$ cat config.mk
export PLATFORM = sky130hd
export DESIGN_NAME = odg_gate
export DESIGN_NICKNAME = d
export VERILOG_FILES = /design/src/rtl/odg_pkg.sv /design/src/rtl/odg_datapath.sv /design/src/rtl/odg_ctrl.sv /design/src/rtl/odg_gate.sv
export SDC_FILE = /design/constraint.sdc
export NUM_CORES = 1
export LEC_CHECK = 0
export BUFFER_PORTS_ARGS = -buffer_cell sky130_fd_sc_hd__buf_2
export CAP_MARGIN = 20
export CELL_PAD_IN_SITES_DETAIL_PLACEMENT = 1
export CELL_PAD_IN_SITES_GLOBAL_PLACEMENT = 1
export CORE_UTILIZATION = 30
export CTS_CLUSTER_SIZE = 8
export DETAILED_ROUTE_END_ITERATION = 8
export HOLD_SLACK_MARGIN = 0.05
export PLACE_DENSITY = 0.64
export SYNTH_ARGS = -nofsm -noshare
export SYNTH_HDL_FRONTEND = slang
export SYNTH_SLANG_ARGS = --single-unit
$ cat constraint.sdc
create_clock -name vcoClk -period 4.8 [get_ports vcoClk]
set_input_delay 0.48 -clock vcoClk [delete_from_list [all_inputs] [get_ports vcoClk]]
set_output_delay 0.48 -clock vcoClk [all_outputs]
set_load 0.01 [all_outputs]
$ cat src/rtl/odg_pkg.sv
package odg_pkg;

  typedef enum logic [1:0] {
    ST_RUN     = 2'd0,
    ST_WAITLOW = 2'd1,
    ST_HOLD    = 2'd2,
    ST_RESTART = 2'd3
  } gateState_t;

  // Strobes from control to datapath
  typedef struct packed {
    logic freeze;      // hold the divider counter and output level
    logic loadDiv;     // gated load of the new divide value, counter cleared
    logic directLoad;  // ungated load while inactive, counter keeps running
  } gateCtrl_t;

endpackage

$ cat src/rtl/odg_datapath.sv
module odg_datapath
  import odg_pkg::*;
#(
  parameter int DIV_W     = 3,
  parameter int RESET_DIV = 3
) (
  input  logic             clk,
  input  logic             rstN,
  input  gateCtrl_t        ctrl,
  input  logic [DIV_W-1:0] loadVal,
  output logic             divClk,
  output logic             fallTick
);

  localparam int RUN_W = 16;

  logic [DIV_W-1:0] curDiv;
  logic [DIV_W-1:0] cnt;
  logic             terminal;

  assign terminal = (cnt >= curDiv);
  assign fallTick = divClk && terminal && !ctrl.freeze && !ctrl.loadDiv;

  always_ff @(posedge clk or negedge rstN) begin
    if (!rstN) begin
      curDiv <= DIV_W'(RESET_DIV);
      cnt    <= '0;
      divClk <= 1'b0;
    end else if (ctrl.loadDiv) begin
      curDiv <= loadVal;
      cnt    <= '0;
    end else begin
      if (ctrl.directLoad) curDiv <= loadVal;
      if (!ctrl.freeze) begin
        if (terminal) begin
          cnt    <= '0;
          divClk <= ~divClk;
        end else begin
          cnt <= cnt + DIV_W'(1);
        end
      end
    end
  end

  // Run-length tracker for the phase-length check
  logic [RUN_W-1:0] runLen;
  always_ff @(posedge clk or negedge rstN) begin
    if (!rstN) runLen <= '0;
    else if (!ctrl.freeze && !ctrl.loadDiv && terminal) runLen <= '0;
    else if (runLen != {RUN_W{1'b1}}) runLen <= runLen + RUN_W'(1);
  end

  AST_NO_RUNT: assert property (@(posedge clk) disable iff (!rstN)
    (!ctrl.freeze && !ctrl.loadDiv && terminal) |-> (runLen >= RUN_W'(curDiv)));

  AST_FREEZE_LOW: assert property (@(posedge clk) disable iff (!rstN)
    ctrl.freeze |-> !divClk);

  AST_LOAD_GATED: assert property (@(posedge clk) disable iff (!rstN)
    ctrl.loadDiv |-> (ctrl.freeze && !divClk));

  AST_RESTART_LOW: assert property (@(posedge clk) disable iff (!rstN)
    ctrl.loadDiv |=> !divClk);

endmodule

$ cat src/rtl/odg_ctrl.sv
module odg_ctrl
  import odg_pkg::*;
#(
  parameter int DIV_W      = 3,
  parameter int RESET_DIV  = 3,
  parameter int SHORT_HOLD = 3,
  parameter int LONG_HOLD  = 12
) (
  input  logic             clk,
  input  logic             rstN,
  input  logic             refClk,
  input  logic             pllActive,
  input  logic             longHold,
  input  logic [DIV_W-1:0] divField,
  input  logic             divClk,
  input  logic             fallTick,
  output gateCtrl_t        ctrl,
  output logic [DIV_W-1:0] loadVal,
  output logic             busy
);

  localparam int HC_W = $clog2(LONG_HOLD + 1);

  gateState_t       state;
  logic [DIV_W-1:0] wantDiv;
  logic [HC_W-1:0]  holdCnt;
  logic [2:0]       refSync;
  logic             refTick;
  logic [HC_W-1:0]  holdTarget;
  logic             fieldChanged;
  logic             holdLast;

  assign refTick      = refSync[1] & ~refSync[2];
  assign holdTarget   = longHold ? HC_W'(LONG_HOLD) : HC_W'(SHORT_HOLD);
  assign fieldChanged = (divField != wantDiv);
  assign holdLast     = (holdCnt >= holdTarget - HC_W'(1));
  assign busy         = (state != ST_RUN);

  always_comb begin
    ctrl.freeze     = pllActive &&
                      ((state == ST_WAITLOW && !divClk) || state == ST_HOLD);
    ctrl.loadDiv    = pllActive && state == ST_HOLD && refTick && holdLast &&
                      !fieldChanged;
    ctrl.directLoad = !pllActive && (fieldChanged || state != ST_RUN);
    loadVal         = ctrl.directLoad ? divField : wantDiv;
  end

  always_ff @(posedge clk or negedge rstN) begin
    if (!rstN) refSync <= '0;
    else       refSync <= {refSync[1:0], refClk};
  end

  always_ff @(posedge clk or negedge rstN) begin
    if (!rstN) begin
      state   <= ST_RUN;
      wantDiv <= DIV_W'(RESET_DIV);
      holdCnt <= '0;
    end else if (!pllActive) begin
      state   <= ST_RUN;
      wantDiv <= divField;
      holdCnt <= '0;
    end else if (fieldChanged) begin
      wantDiv <= divField;
      holdCnt <= '0;
      if (state == ST_RUN || state == ST_RESTART) state <= ST_WAITLOW;
    end else begin
      case (state)
        ST_WAITLOW: if (!divClk) begin
          state   <= ST_HOLD;
          holdCnt <= '0;
        end
        ST_HOLD: if (refTick) begin
          if (holdLast) begin
            state   <= ST_RESTART;
            holdCnt <= '0;
          end else begin
            holdCnt <= holdCnt + HC_W'(1);
          end
        end
        ST_RESTART: if (fallTick) state <= ST_RUN;
        default: state <= ST_RUN;
      endcase
    end
  end

  AST_ACTIVE_CHANGE_BUSY: assert property (@(posedge clk) disable iff (!rstN)
    (pllActive && fieldChanged) |=> busy);

  AST_HOLD_BOUND: assert property (@(posedge clk) disable iff (!rstN)
    (state == ST_HOLD) |-> (holdCnt < holdTarget));

  AST_BUSY_CLEAR: assert property (@(posedge clk) disable iff (!rstN)
    $fell(busy) |-> $past(fallTick || !pllActive));

  AST_HOLD_RESTART: assert property (@(posedge clk) disable iff (!rstN)
    (pllActive && fieldChanged && state == ST_HOLD) |=> (state == ST_HOLD));

endmodule

$ cat src/rtl/odg_gate.sv
module odg_gate
  import odg_pkg::*;
#(
  parameter int DIV_W      = 3,
  parameter int RESET_DIV  = 3,
  parameter int SHORT_HOLD = 3,
  parameter int LONG_HOLD  = 12
) (
  input  logic             vcoClk,
  input  logic             refClk,
  input  logic             rstN,
  input  logic             pllActive,
  input  logic             longHold,
  input  logic [DIV_W-1:0] divField,
  output logic             pllClk,
  output logic             gateBusy
);

  gateCtrl_t        ctrl;
  logic [DIV_W-1:0] loadVal;
  logic             divClk;
  logic             fallTick;

  odg_ctrl #(
    .DIV_W(DIV_W), .RESET_DIV(RESET_DIV),
    .SHORT_HOLD(SHORT_HOLD), .LONG_HOLD(LONG_HOLD)
  ) u_ctrl (
    .clk(vcoClk), .rstN(rstN), .refClk(refClk), .pllActive(pllActive),
    .longHold(longHold), .divField(divField), .divClk(divClk),
    .fallTick(fallTick), .ctrl(ctrl), .loadVal(loadVal), .busy(gateBusy)
  );

  odg_datapath #(
    .DIV_W(DIV_W), .RESET_DIV(RESET_DIV)
  ) u_dp (
    .clk(vcoClk), .rstN(rstN), .ctrl(ctrl), .loadVal(loadVal),
    .divClk(divClk), .fallTick(fallTick)
  );

  assign pllClk = divClk;

endmodule

==> flow_summary.ini <==
[cells_and_area]
nFillCells = 441
area_growth_pct = 10.9
drive_gt1_share_pct = 23.2
antennaDiodeCount = 0
final_nets = 145
multi_input_area_um2 = 641
seq_area_um2 = 480

[floorplan]
start_util_pct = 32.1
core_um2 = 3740
rows = 22
die_h_um = 65.2
fp.dieArea_um2 = 4260
die_w_um = 65.2
ioPinCount = 10

[worst_setup_path]
cpLargestDelayFamily = compound AO/OA/AOI/OAI gates
crit_chain = ha_1 -> nand2b_4 -> a2111oi_4 -> a311oi_2 -> mux2_4 -> o211a_1
cp-start-kind = register
cp.buffers_inverters = 0
cp_data_required_time_ns = 4.95
cp.arrival_ns = 2.11
max_stage_delay_ns = 0.54
criticalPathCategory = reg -> reg
slowest_stage = dfstp_2
end_kind = register
critPathMaxFanout = 4

[clocking]
cts-htree-levels = 1
cts_resized = 0
clockRootBuffer = clkbuf_8
cts.sinks = 19
hold_buffers = 0
cts_buffers = 3
clkSlewWorstSetupHoldPaths_ns = 0.08
cts_tree = done
clk_latency_ns = 0.26
cts_max_path_buffers = 2
postCtsSetupRepairBufs = 0

[synth]
syn-instance-count = 116
synthesis.nets = 135
synth-seq-cells = 19
synth_top_area_share_pct = 31.3
postSynthAreaPerCell_um2 = 10.3
yosysMostFrequentCell = dfrtp_1
synth_flop_cell = dfrtp_1
yosysUniqueCellTypes = 37
ys_warn_count = 0
synth_edf_count = 0
syn_area_um2 = 1200
synth_common_cells = 15 x dfrtp_1, 14 x inv_1, 11 x ha_1, 7 x nand2_1, 6 x a21oi_1
yosys.area.top_type = dfrtp_1
synthArstFlopShare_pct = 100
yosysSeqAreaShare_pct = 40.0
synth_area_leaders = dfrtp_1 31%, ha_1 11%, dfstp_2 8.8%

[placement]
dp_slack_ns = 2.79
io_buffers = 9
dp_hpwl_um = 1880
gp_congestion = 0.787

[pwr]
switching_share_pct = 33.9
p_clk_share_pct = 22.5
p_comb_share_pct = 35.7
cellLeakagePower_nw = 0.626
power_density_nw_per_um2 = 378
internal_power_mw = 0.333
p_switching_mw = 0.170
ir_drop_v = 0.000167
p_seq_share_pct = 41.8

[outcome]
status = complete, no violations

[timing]
setup_viol = 0
fmax_mhz = 511
fin_ws_ns = 2.84
slew-limit-headroom_pct = 71.1
fin_crit_sh_pct = 40.8
period_minus_slack_ns = 1.96
rsz0062_at_grt = false
finalHoldViolCount = 0
final-max-slew-violation-count = 0
clock-skew-final_ns = 0.00574
worst_slew_pin_slew_ns = 0.434
final.setup.tns_ns = 0

[grt]
antenna_found_initial = 0
grtUsageMet1_pct = 15.5
use_met2_pct = 22.8
grt_pass1_wl_um = 4330
grt_max_degree = 20
grtUsageTotal_pct = 13.3
grt-busiest-layer = met2
met3_usage_pct = 3.82
grt_pass1_vias = 975
grt_overflow_total = 0

[detailed_routing]
drtIter0Drc = 17
ant_nets = 0
drtPass1Iterations = 4
wl_um = 2360
vias = 856
avgRoutedWirePerCell_um = 13.6
drc = 0
viasPerCell = 4.95

[flow_run]
maxCapViolCount = 0

[min_path]
hp-class = in -> async
[worst paths after layout]
check | cells past startpoint | slack [ns] | endpoint | start
hold / removal | 1 | 0.15 | u_dp.divClk$_DFFE_PN0P_ | rstN
hold reg to reg | 0 | 0.35 | u_ctrl.refSync[1]$_DFF_PN0_ | u_ctrl.refSync[0]$_DFF_PN0_
setup / recovery | 6 | 2.84 | u_ctrl.state[0]$_DFFE_PN0P_ | u_dp.curDiv[0]$_DFFE_PN1P_
setup reg to reg | 6 | 2.84 | u_ctrl.state[0]$_DFFE_PN0P_ | u_dp.curDiv[0]$_DFFE_PN1P_
max in group asynchronous | 1 | 4.31 | u_ctrl.wantDiv[0]$_DFFE_PN1P_ | rstN
min in group vcoClk | 1 | 0.33 | u_ctrl.refSync[0]$_DFF_PN0_ | refClk
[worst reg2reg max path, cell delays in order (launching register included)]
cell and delay [ns]:
dfstp_2 0.54, ha_1 0.23, nand2b_4 0.16, a2111oi_4 0.35, a311oi_2 0.10, mux2_4 0.28, o211a_1 0.21
[cells by family after synthesis]
| family | synth area share [%] |
|---|---|
| AOI/OAI and AO/OA | 20.2 |
| and+or+nand+nor | 13.0 |
| buffers and inverters | 6.57 |
| DFF | 40.0 |
| adders and majority gates | 11.5 |
| muxes | 5.73 |
| xor gates and xnor gates | 2.92 |
[power by group through the flow]
stage	registers (mW)	logic, mW	clock network (mW)
after floorplan	0.210	0.141	0
after CTS	0.211	0.184	0.119
after global placement	0.213	0.175	0
after detailed placement	0.214	0.183	0
after global routing	0.215	0.207	0.124
final	0.210	0.180	0.113
[sequential cells by signal (all words and copies together), names as in the netlist]
register        count
u_dp.divClk         1
u_dp.curDiv         3
u_ctrl.state        2
u_ctrl.refSync      3
u_ctrl.wantDiv      3
u_dp.cnt            3
u_ctrl.holdCnt      4
[layout make-up]
class                   count  area share, %
multi-input cells          77           48.1
flip-flops and latches     19           36.1
inverters                  16           4.51
well taps                  48           4.51
clock buffers               4           3.38
repair buffers              9           3.38
[cell usage in the layout (no fill, tap or decap), types with 2 or more instances in the layout]
| cell type | Yosys | final |
|---|---|---|
| a21oi_2 | 2 | 2 |
| nand2_1 | 7 | 7 |
| a31oi_1 | 3 | 3 |
| nand3_1 | 2 | 2 |
| mux2i_1 | 2 | 2 |
| clkinv_1 | 2 | 2 |
| buf_2 | 0 | 9 |
| dfrtp_1 | 15 | 15 |
| dfstp_2 | 4 | 4 |
| mux2_2 | 3 | 3 |
| and3_1 | 5 | 5 |
| nor2b_1 | 4 | 4 |
| o21ai_1 | 4 | 4 |
| a21oi_1 | 6 | 6 |
| nor2_1 | 3 | 3 |
| a22o_1 | 3 | 3 |
| o211a_1 | 2 | 2 |
| clkbuf_8 | 0 | 3 |
| xnor2_1 | 4 | 4 |
| inv_1 | 14 | 14 |
| ha_1 | 11 | 11 |
[per-layer routing]
layer | wire, um | vias to the layer above
met5 | 0 | -
met4 | 53 | 0
met3 | 74 | 4
met2 | 1170 | 12
met1 | 1060 | 417
li1 | - | 423
[per-stage QoR]
stage | hold slack [ns] | cells | power [mW] | cell area, um^2 | utilization [%]
2_1_floorplan | 0.184 | 116 | 0.350 | 1200 | -
6_report | 0.152 | 173 | 0.503 | 1330 | 35.6
5_1_grt | 0.199 | 173 | 0.546 | 1330 | 35.6
3_5_place_dp | 0.336 | 169 | 0.397 | 1290 | 34.4
4_1_cts | 0.180 | 173 | 0.513 | 1330 | 35.6
3_3_place_gp | 0.332 | 169 | 0.388 | 1290 | 34.4
Power figures use the tool's default switching activity.
